`src/rtl/lin_brk_pkg.sv`:
```
package lin_brk_pkg;

    typedef enum logic [1:0] {
        TX_IDLE,
        TX_HOLD,
        TX_LOW,
        TX_STOP
    } tx_state_e;

    typedef enum logic [1:0] {
        RX_WATCH,
        RX_LOW,
        RX_LATCHED
    } rx_state_e;

endpackage

```
`src/rtl/lin_bit_cnt.sv`:
```
// Whole-bit counter driven by the oversampling tick.
module lin_bit_cnt #(
    parameter int TICKS_PER_BIT = 16,
    parameter int MAX_BITS      = 14,
    localparam int SW = (TICKS_PER_BIT > 1) ? $clog2(TICKS_PER_BIT) : 1,
    localparam int BW = $clog2(MAX_BITS + 1)
) (
    input  logic          clk,
    input  logic          rst_n,
    input  logic          clr,
    input  logic          step,
    output logic [BW-1:0] bits,
    output logic          bit_end
);

    logic [SW-1:0] sub;

    assign bit_end = step && (sub == SW'(TICKS_PER_BIT - 1));

    always_ff @(posedge clk or negedge rst_n) begin
        if (!rst_n) begin
            sub  <= '0;
            bits <= '0;
        end else if (clr) begin
            sub  <= '0;
            bits <= '0;
        end else if (step) begin
            if (bit_end) begin
                sub <= '0;
                if (bits != BW'(MAX_BITS)) begin
                    bits <= bits + 1'b1;
                end
            end else begin
                sub <= sub + 1'b1;
            end
        end
    end

    // a clear empties the count on the next cycle
    p_count_cleared_r8: assert property (@(posedge clk) disable iff (!rst_n)
        clr |=> (bits == '0));

endmodule

```
`src/rtl/lin_rx_sync.sv`:
```
// Metastability guard for the RX line; idle level is high.
module lin_rx_sync #(
    parameter int STAGES = 2
) (
    input  logic clk,
    input  logic rst_n,
    input  logic d,
    output logic q
);

    generate
        if (STAGES == 0) begin : g_bypass
            assign q = d;
        end else begin : g_ff
            logic [STAGES-1:0] ff;
            always_ff @(posedge clk or negedge rst_n) begin
                if (!rst_n) begin
                    ff <= '1;
                end else begin
                    ff[0] <= d;
                    for (int i = 1; i < STAGES; i++) begin
                        ff[i] <= ff[i-1];
                    end
                end
            end
            assign q = ff[STAGES-1];
        end
    endgenerate

endmodule

```
`src/rtl/lin_brk_tx.sv`:
```
// Break symbol sequencer: low bits then one high bit, deferred behind a busy frame.
module lin_brk_tx
    import lin_brk_pkg::*;
#(
    parameter int TICKS_PER_BIT = 16,
    parameter int TX_LOW_BITS   = 13
) (
    input  logic clk,
    input  logic rst_n,
    input  logic os_tick,
    input  logic send_set,
    input  logic frame_busy,
    output logic tx_out,
    output logic tx_active,
    output logic cmd_busy
);

    localparam int MAXB = TX_LOW_BITS + 1;
    localparam int BW   = $clog2(MAXB + 1);

    tx_state_e     state, nxt;
    logic [BW-1:0] bits;
    logic          bit_end;
    logic          step, clr;

    assign step = os_tick && ((state == TX_LOW) || (state == TX_STOP));
    assign clr  = (state == TX_IDLE) || (state == TX_HOLD);

    lin_bit_cnt #(
        .TICKS_PER_BIT(TICKS_PER_BIT),
        .MAX_BITS     (MAXB)
    ) u_cnt (
        .clk    (clk),
        .rst_n  (rst_n),
        .clr    (clr),
        .step   (step),
        .bits   (bits),
        .bit_end(bit_end)
    );

    always_comb begin
        nxt = state;
        unique case (state)
            TX_IDLE: if (send_set) nxt = frame_busy ? TX_HOLD : TX_LOW;
            TX_HOLD: if (!frame_busy) nxt = TX_LOW;
            TX_LOW:  if (bit_end && (bits == BW'(TX_LOW_BITS - 1))) nxt = TX_STOP;
            TX_STOP: if (bit_end) nxt = TX_IDLE;
            default: nxt = TX_IDLE;
        endcase
    end

    always_ff @(posedge clk or negedge rst_n) begin
        if (!rst_n) state <= TX_IDLE;
        else        state <= nxt;
    end

    always_comb begin
        tx_out    = 1'b1;
        tx_active = 1'b0;
        cmd_busy  = 1'b0;
        unique case (state)
            TX_IDLE: begin
                tx_out = 1'b1; tx_active = 1'b0; cmd_busy = 1'b0;
            end
            TX_HOLD: begin
                tx_out = 1'b1; tx_active = 1'b0; cmd_busy = 1'b1;
            end
            TX_LOW: begin
                tx_out = 1'b0; tx_active = 1'b1; cmd_busy = 1'b1;
            end
            TX_STOP: begin
                tx_out = 1'b1; tx_active = 1'b1; cmd_busy = 1'b1;
            end
            default: begin
                tx_out = 1'b1; tx_active = 1'b0; cmd_busy = 1'b0;
            end
        endcase
    end

    // the line is high whenever the block does not own it
    p_idle_high_r1: assert property (@(posedge clk) disable iff (!rst_n)
        !tx_active |-> tx_out);

    // a held request waits while the frame is still busy
    p_hold_waits_r4: assert property (@(posedge clk) disable iff (!rst_n)
        (state == TX_HOLD && frame_busy) |=> (state == TX_HOLD));

    // the request indication drops only out of the trailing high bit
    p_self_clear_r3: assert property (@(posedge clk) disable iff (!rst_n)
        $fell(cmd_busy) |-> $past(state == TX_STOP));

    // the low phase never runs past its bit count
    p_low_span_r2: assert property (@(posedge clk) disable iff (!rst_n)
        (state == TX_LOW) |-> (bits < BW'(TX_LOW_BITS)));

endmodule

```
`src/rtl/lin_brk_rx.sv`:
```
// Independent low-time detector with sticky flag.
module lin_brk_rx
    import lin_brk_pkg::*;
#(
    parameter int TICKS_PER_BIT = 16,
    parameter int SHORT_BITS    = 10,
    parameter int LONG_BITS     = 11
) (
    input  logic clk,
    input  logic rst_n,
    input  logic os_tick,
    input  logic rx_s,
    input  logic len_long,
    input  logic flag_clr,
    output logic flag
);

    localparam int BW = $clog2(LONG_BITS + 1);
    localparam int CW = BW + 1;

    rx_state_e     state, nxt;
    logic [BW-1:0] bits;
    logic          bit_end;
    logic          step, clr, hit;
    logic [CW-1:0] bits_after;
    logic [CW-1:0] thr;

    assign step       = os_tick && !rx_s && (state != RX_LATCHED);
    assign clr        = os_tick && rx_s;
    assign bits_after = {1'b0, bits} + CW'(1);
    assign thr        = len_long ? CW'(LONG_BITS) : CW'(SHORT_BITS);
    assign hit        = bit_end && (bits_after >= thr);

    lin_bit_cnt #(
        .TICKS_PER_BIT(TICKS_PER_BIT),
        .MAX_BITS     (LONG_BITS)
    ) u_cnt (
        .clk    (clk),
        .rst_n  (rst_n),
        .clr    (clr),
        .step   (step),
        .bits   (bits),
        .bit_end(bit_end)
    );

    always_comb begin
        nxt = state;
        unique case (state)
            RX_WATCH: begin
                if (step) nxt = hit ? RX_LATCHED : RX_LOW;
            end
            RX_LOW: begin
                if (clr)      nxt = RX_WATCH;
                else if (hit) nxt = RX_LATCHED;
            end
            RX_LATCHED: begin
                if (clr) nxt = RX_WATCH;
            end
            default: nxt = RX_WATCH;
        endcase
    end

    always_ff @(posedge clk or negedge rst_n) begin
        if (!rst_n) state <= RX_WATCH;
        else        state <= nxt;
    end

    always_ff @(posedge clk or negedge rst_n) begin
        if (!rst_n)        flag <= 1'b0;
        else if (hit)      flag <= 1'b1;
        else if (flag_clr) flag <= 1'b0;
    end

    // a detection only ever happens on a low sample
    p_hit_on_low_r6: assert property (@(posedge clk) disable iff (!rst_n)
        hit |-> !rx_s);

    // a detection needs at least the short threshold of whole bits
    p_min_bits_r6: assert property (@(posedge clk) disable iff (!rst_n)
        hit |-> (bits >= BW'(SHORT_BITS - 1)));

    // no second detection before the line returns high
    p_no_retrigger_r9: assert property (@(posedge clk) disable iff (!rst_n)
        (state == RX_LATCHED) |-> !hit);

    // flag is sticky without a clear
    p_flag_holds_r10: assert property (@(posedge clk) disable iff (!rst_n)
        (flag && !flag_clr) |=> flag);

    // a clear without a coincident detection takes effect
    p_flag_clears_r10: assert property (@(posedge clk) disable iff (!rst_n)
        (flag_clr && !hit) |=> !flag);

endmodule

```
`src/rtl/lin_break_unit.sv`:
```
module lin_break_unit #(
    parameter int TICKS_PER_BIT = 16,
    parameter int TX_LOW_BITS   = 13,
    parameter int SHORT_BITS    = 10,
    parameter int LONG_BITS     = 11,
    parameter int SYNC_STAGES   = 2
) (
    input  logic clk,
    input  logic rst_n,
    input  logic os_tick,
    input  logic rx_in,
    input  logic tx_frame_busy,
    input  logic brk_send_set,
    input  logic brk_len_long,
    input  logic brk_ie,
    input  logic brk_flag_clr,
    output logic tx_brk_out,
    output logic tx_brk_active,
    output logic brk_send_busy,
    output logic brk_flag,
    output logic brk_irq
);

    logic rx_s;

    lin_rx_sync #(.STAGES(SYNC_STAGES)) u_sync (
        .clk  (clk),
        .rst_n(rst_n),
        .d    (rx_in),
        .q    (rx_s)
    );

    lin_brk_tx #(
        .TICKS_PER_BIT(TICKS_PER_BIT),
        .TX_LOW_BITS  (TX_LOW_BITS)
    ) u_tx (
        .clk       (clk),
        .rst_n     (rst_n),
        .os_tick   (os_tick),
        .send_set  (brk_send_set),
        .frame_busy(tx_frame_busy),
        .tx_out    (tx_brk_out),
        .tx_active (tx_brk_active),
        .cmd_busy  (brk_send_busy)
    );

    lin_brk_rx #(
        .TICKS_PER_BIT(TICKS_PER_BIT),
        .SHORT_BITS   (SHORT_BITS),
        .LONG_BITS    (LONG_BITS)
    ) u_rx (
        .clk     (clk),
        .rst_n   (rst_n),
        .os_tick (os_tick),
        .rx_s    (rx_s),
        .len_long(brk_len_long),
        .flag_clr(brk_flag_clr),
        .flag    (brk_flag)
    );

    assign brk_irq = brk_flag && brk_ie;

endmodule

```
`config.mk`:
```
export PLATFORM = sky130hd
export DESIGN_NAME = lin_break_unit
export DESIGN_NICKNAME = d
export VERILOG_FILES = /design/src/rtl/lin_brk_pkg.sv /design/src/rtl/lin_bit_cnt.sv /design/src/rtl/lin_rx_sync.sv /design/src/rtl/lin_brk_tx.sv /design/src/rtl/lin_brk_rx.sv /design/src/rtl/lin_break_unit.sv
export SDC_FILE = /design/constraint.sdc
export NUM_CORES = 1
export LEC_CHECK = 0
export CAP_MARGIN = 20
export CORE_MARGIN = 5
export CORE_UTILIZATION = 53
export CTS_CLUSTER_DIAMETER = 100
export DETAILED_ROUTE_END_ITERATION = 7
export HOLD_SLACK_MARGIN = 0.15
export PLACE_DENSITY = 0.85
export SLEW_MARGIN = 40
export SYNTH_ARGS = -nofsm -noshare
export SYNTH_HDL_FRONTEND = slang
export SYNTH_SLANG_ARGS = --single-unit
```
`constraint.sdc`:
```
create_clock -name clk -period 3.9 [get_ports clk]
set_clock_uncertainty 0.2 [all_clocks]
set_input_delay 0.78 -clock clk [delete_from_list [all_inputs] [get_ports clk]]
set_output_delay 0.78 -clock clk [all_outputs]
set_load 0.03 [all_outputs]
```
==> flow_metrics.env <==
export IMPL_cts_tree="built"
export IMPL_final_cell_mix="dfrtp_1, inv_1, nor2_1, ha_1, clkdlybuf4s50_1"
export IMPL_power_leakage_nw=0.7059
export IMPL_postCtsHoldBufs=0
export IMPL_min_period_over_period_pct=77.64
export IMPL_synth_nets=159
export IMPL_seqCellArea_um2=578.1
export IMPL_die_area_um2=3741
export IMPL_critPathArrivalTime_ns=2.05
export IMPL_via_per_inst=5.772
export IMPL_drive_gt1_share_pct=11.33
export IMPL_synth_edf_count=0
export IMPL_post_cts_buffers=0
export IMPL_grt_pass1_vias=1123
export IMPL_required_ns=2.92
export IMPL_path_delay_family="buffers and inverters"
export IMPL_netlist_instances=137
export IMPL_crit_top_cell="clkdlybuf4s50_1"
export IMPL_worstSkewPairLatency_ns=0.32
export IMPL_grt_max_degree=24
export IMPL_cpPeakStageDelay_ns=0.68
export IMPL_finalCriticalPeriod_ns=3.028
export IMPL_core_area_um2=2500
export IMPL_worst_path_buf_inv=2
export IMPL_firstDrtPassIters=4
export IMPL_cts_root_buf="clkbuf_4"
export IMPL_outcome="finished, final reports clean"
export IMPL_critPathMaxFanout=1
export IMPL_wirelength_um=2627
export IMPL_fin_cells=180
export IMPL_clockBufferDepth=2
export IMPL_endpoint_kind="output pin"
export IMPL_layout_commonest_cell="dfrtp_1"
export IMPL_synth_ff_type="dfrtp_1"
export IMPL_fin_nets=173
export IMPL_overflow=0
export IMPL_cts_clk_slew_worst_paths_ns=0.13
export IMPL_syn2layout_area_growth_pct=11.99
export IMPL_die_h_um=61.17
export IMPL_post_drt_wl_per_cell_um=14.59
export IMPL_crit_type="in -> out"
export IMPL_die_w_um=61.17
export IMPL_hold_viol=0
export IMPL_vias=1039
export IMPL_relSlewSlack_pct=66.27
export IMPL_synth_seq_cells=23
export IMPL_clkSinkCount=23
export IMPL_antenna_cells=0
export IMPL_yosysUniqueCellTypes=42
export IMPL_grt_pass1_wl_um=4664
export IMPL_fin_tns_setup_ns=0
export IMPL_yosysSeqAreaShare_pct=41.66
export IMPL_start_kind="primary input"
export IMPL_antenna_found_initial=0
export IMPL_dp_cells=176
export IMPL_hold_class="reg -> reg"
export IMPL_async_flop_share_pct=100.0
export IMPL_port_buffers=13
export IMPL_rsz0062_at_grt="false"
export IMPL_ys_warn_count=0
export IMPL_io_pins=14
export IMPL_slowest_stage="clkdlybuf4s50_1"
export IMPL_syn_area_per_cell_um2=10.13
export IMPL_clock_fmax_mhz=330.3
export IMPL_post_cts_resized=0
export IMPL_routabilityCongestion=0.8409
export IMPL_final_max_slew_viol_count=0
export IMPL_htree_levels=1
export IMPL_ant_nets=0
export IMPL_drv_cap=0
export IMPL_initial_core_util_pct=55.51
export IMPL_crit_chain="clkdlybuf4s50_1 -> and2_1 -> clkdlybuf4s50_1"
export IMPL_rows=18
export IMPL_synth_area_um2=1388
export IMPL_cts_buffers=3
export IMPL_worst_slew_pin_transition_ns=0.5060
export IMPL_setup_violations=0
export IMPL_grt_usage_pct=16.84
export IMPL_ir_worst_vdd_v=0.0004660
export IMPL_drt_iter0_drc=36
export IMPL_nFillCells=207
export IMPL_drcViolationCount=0
export IMPL_post_dp_hpwl_um=1983
export IMPL_power_density_nw_per_um2=449.5
export IMPL_multiInputGateArea_um2=737.0
==> cells by family (layout without fill, tap and decap cells) <==
| logic type | Yosys count | after routing | synth area share [%] |
|---|---|---|---|
| multiplexers | 9 | 9 | 6.493 |
| XOR/XNOR | 7 | 7 | 4.418 |
| AND/OR/NAND/NOR | 46 | 46 | 19.84 |
| flip-flops | 23 | 23 | 41.66 |
| buffers and inverters | 17 | 30 | 5.230 |
| AO/OA/AOI/OAI | 22 | 22 | 10.64 |
| adder cells (fa/ha/maj) | 13 | 13 | 11.72 |
==> registers in the layout, summed over array words and instances (netlist names) <==
| register | cells |
|---|---|
| u_rx.flag | 1 |
| u_rx.state | 2 |
| u_rx.u_cnt.bits | 4 |
| u_rx.u_cnt.sub | 4 |
| u_sync.g_ff.ff | 2 |
| u_tx.state | 2 |
| u_tx.u_cnt.bits | 4 |
| u_tx.u_cnt.sub | 4 |
==> worst paths after layout <==
path                                   start  slack [ns]           endpoint  cells after the start
min in group asynchronous              rst_n        0.20  u_rx.u_cnt.sub[0]                      1
max reg2reg                    u_tx.state[0]        1.96  u_tx.u_cnt.sub[3]                      6
max                                   brk_ie        0.87            brk_irq                      3
max in group asynchronous              rst_n        2.93  u_sync.g_ff.ff[0]                      1
min reg2reg                u_sync.g_ff.ff[0]        0.15  u_sync.g_ff.ff[1]                      0
min                        u_sync.g_ff.ff[0]        0.15  u_sync.g_ff.ff[1]                      0
==> per-layer routing <==
layer	vias up	routed length [um]	global-route usage, %
met2	18	1407	30.97
met3	5	83	4.822
met1	519	1109	17.63
met4	0	27	7.430
li1	497	-	-
met5	-	0	0
==> through the flow <==
step	util (%)	hold WS, ns	area (um2)	power (mW)	setup slack [ns]
6_report	62.16	0.1503	1554	0.6986	0.8720
5_1_grt	62.16	0.1709	1554	0.7587	0.7927
4_1_cts	62.16	0.1574	1554	0.7076	0.8577
3_5_place_dp	61.06	0.1481	1526	0.5928	0.8637
3_3_place_gp	61.26	0.1467	1531	0.5799	0.9201
2_1_floorplan	-	0.1452	1388	0.5033	1.864
==> layout make-up <==
type                            count  share of cell area (%)
Clock inverter                      1                  0.3221
Clock buffer                        3                   1.449
Inverter                           13                   3.140
Timing Repair Buffer               13                   8.052
Multi-Input combinational cell     97                   47.42
Sequential cell                    23                   37.20
Tap cell                           30                   2.415
==> cells in the mapped netlist (all sizes together) (3+ instances only) <==
master	instances	area, um2
and2	3	20.02
mux2i	9	90.09
xor2	3	26.28
nor2	13	48.80
a21oi	5	25.02
dfrtp	21	525.5
xnor2	4	35.03
nor4	3	33.78
o21ai	4	20.02
o22ai	3	18.77
ha	13	162.7
inv	13	48.80
nand2	8	32.54
nand3	4	20.02
==> power by group <==
part / internal, mW / total, mW / switching [mW]
combinational: 0.124 / 0.292 / 0.169
clock: 0.0384 / 0.113 / 0.0742
sequential: 0.265 / 0.293 / 0.0280
No activity file was read; power rests on OpenSTA's default activity.
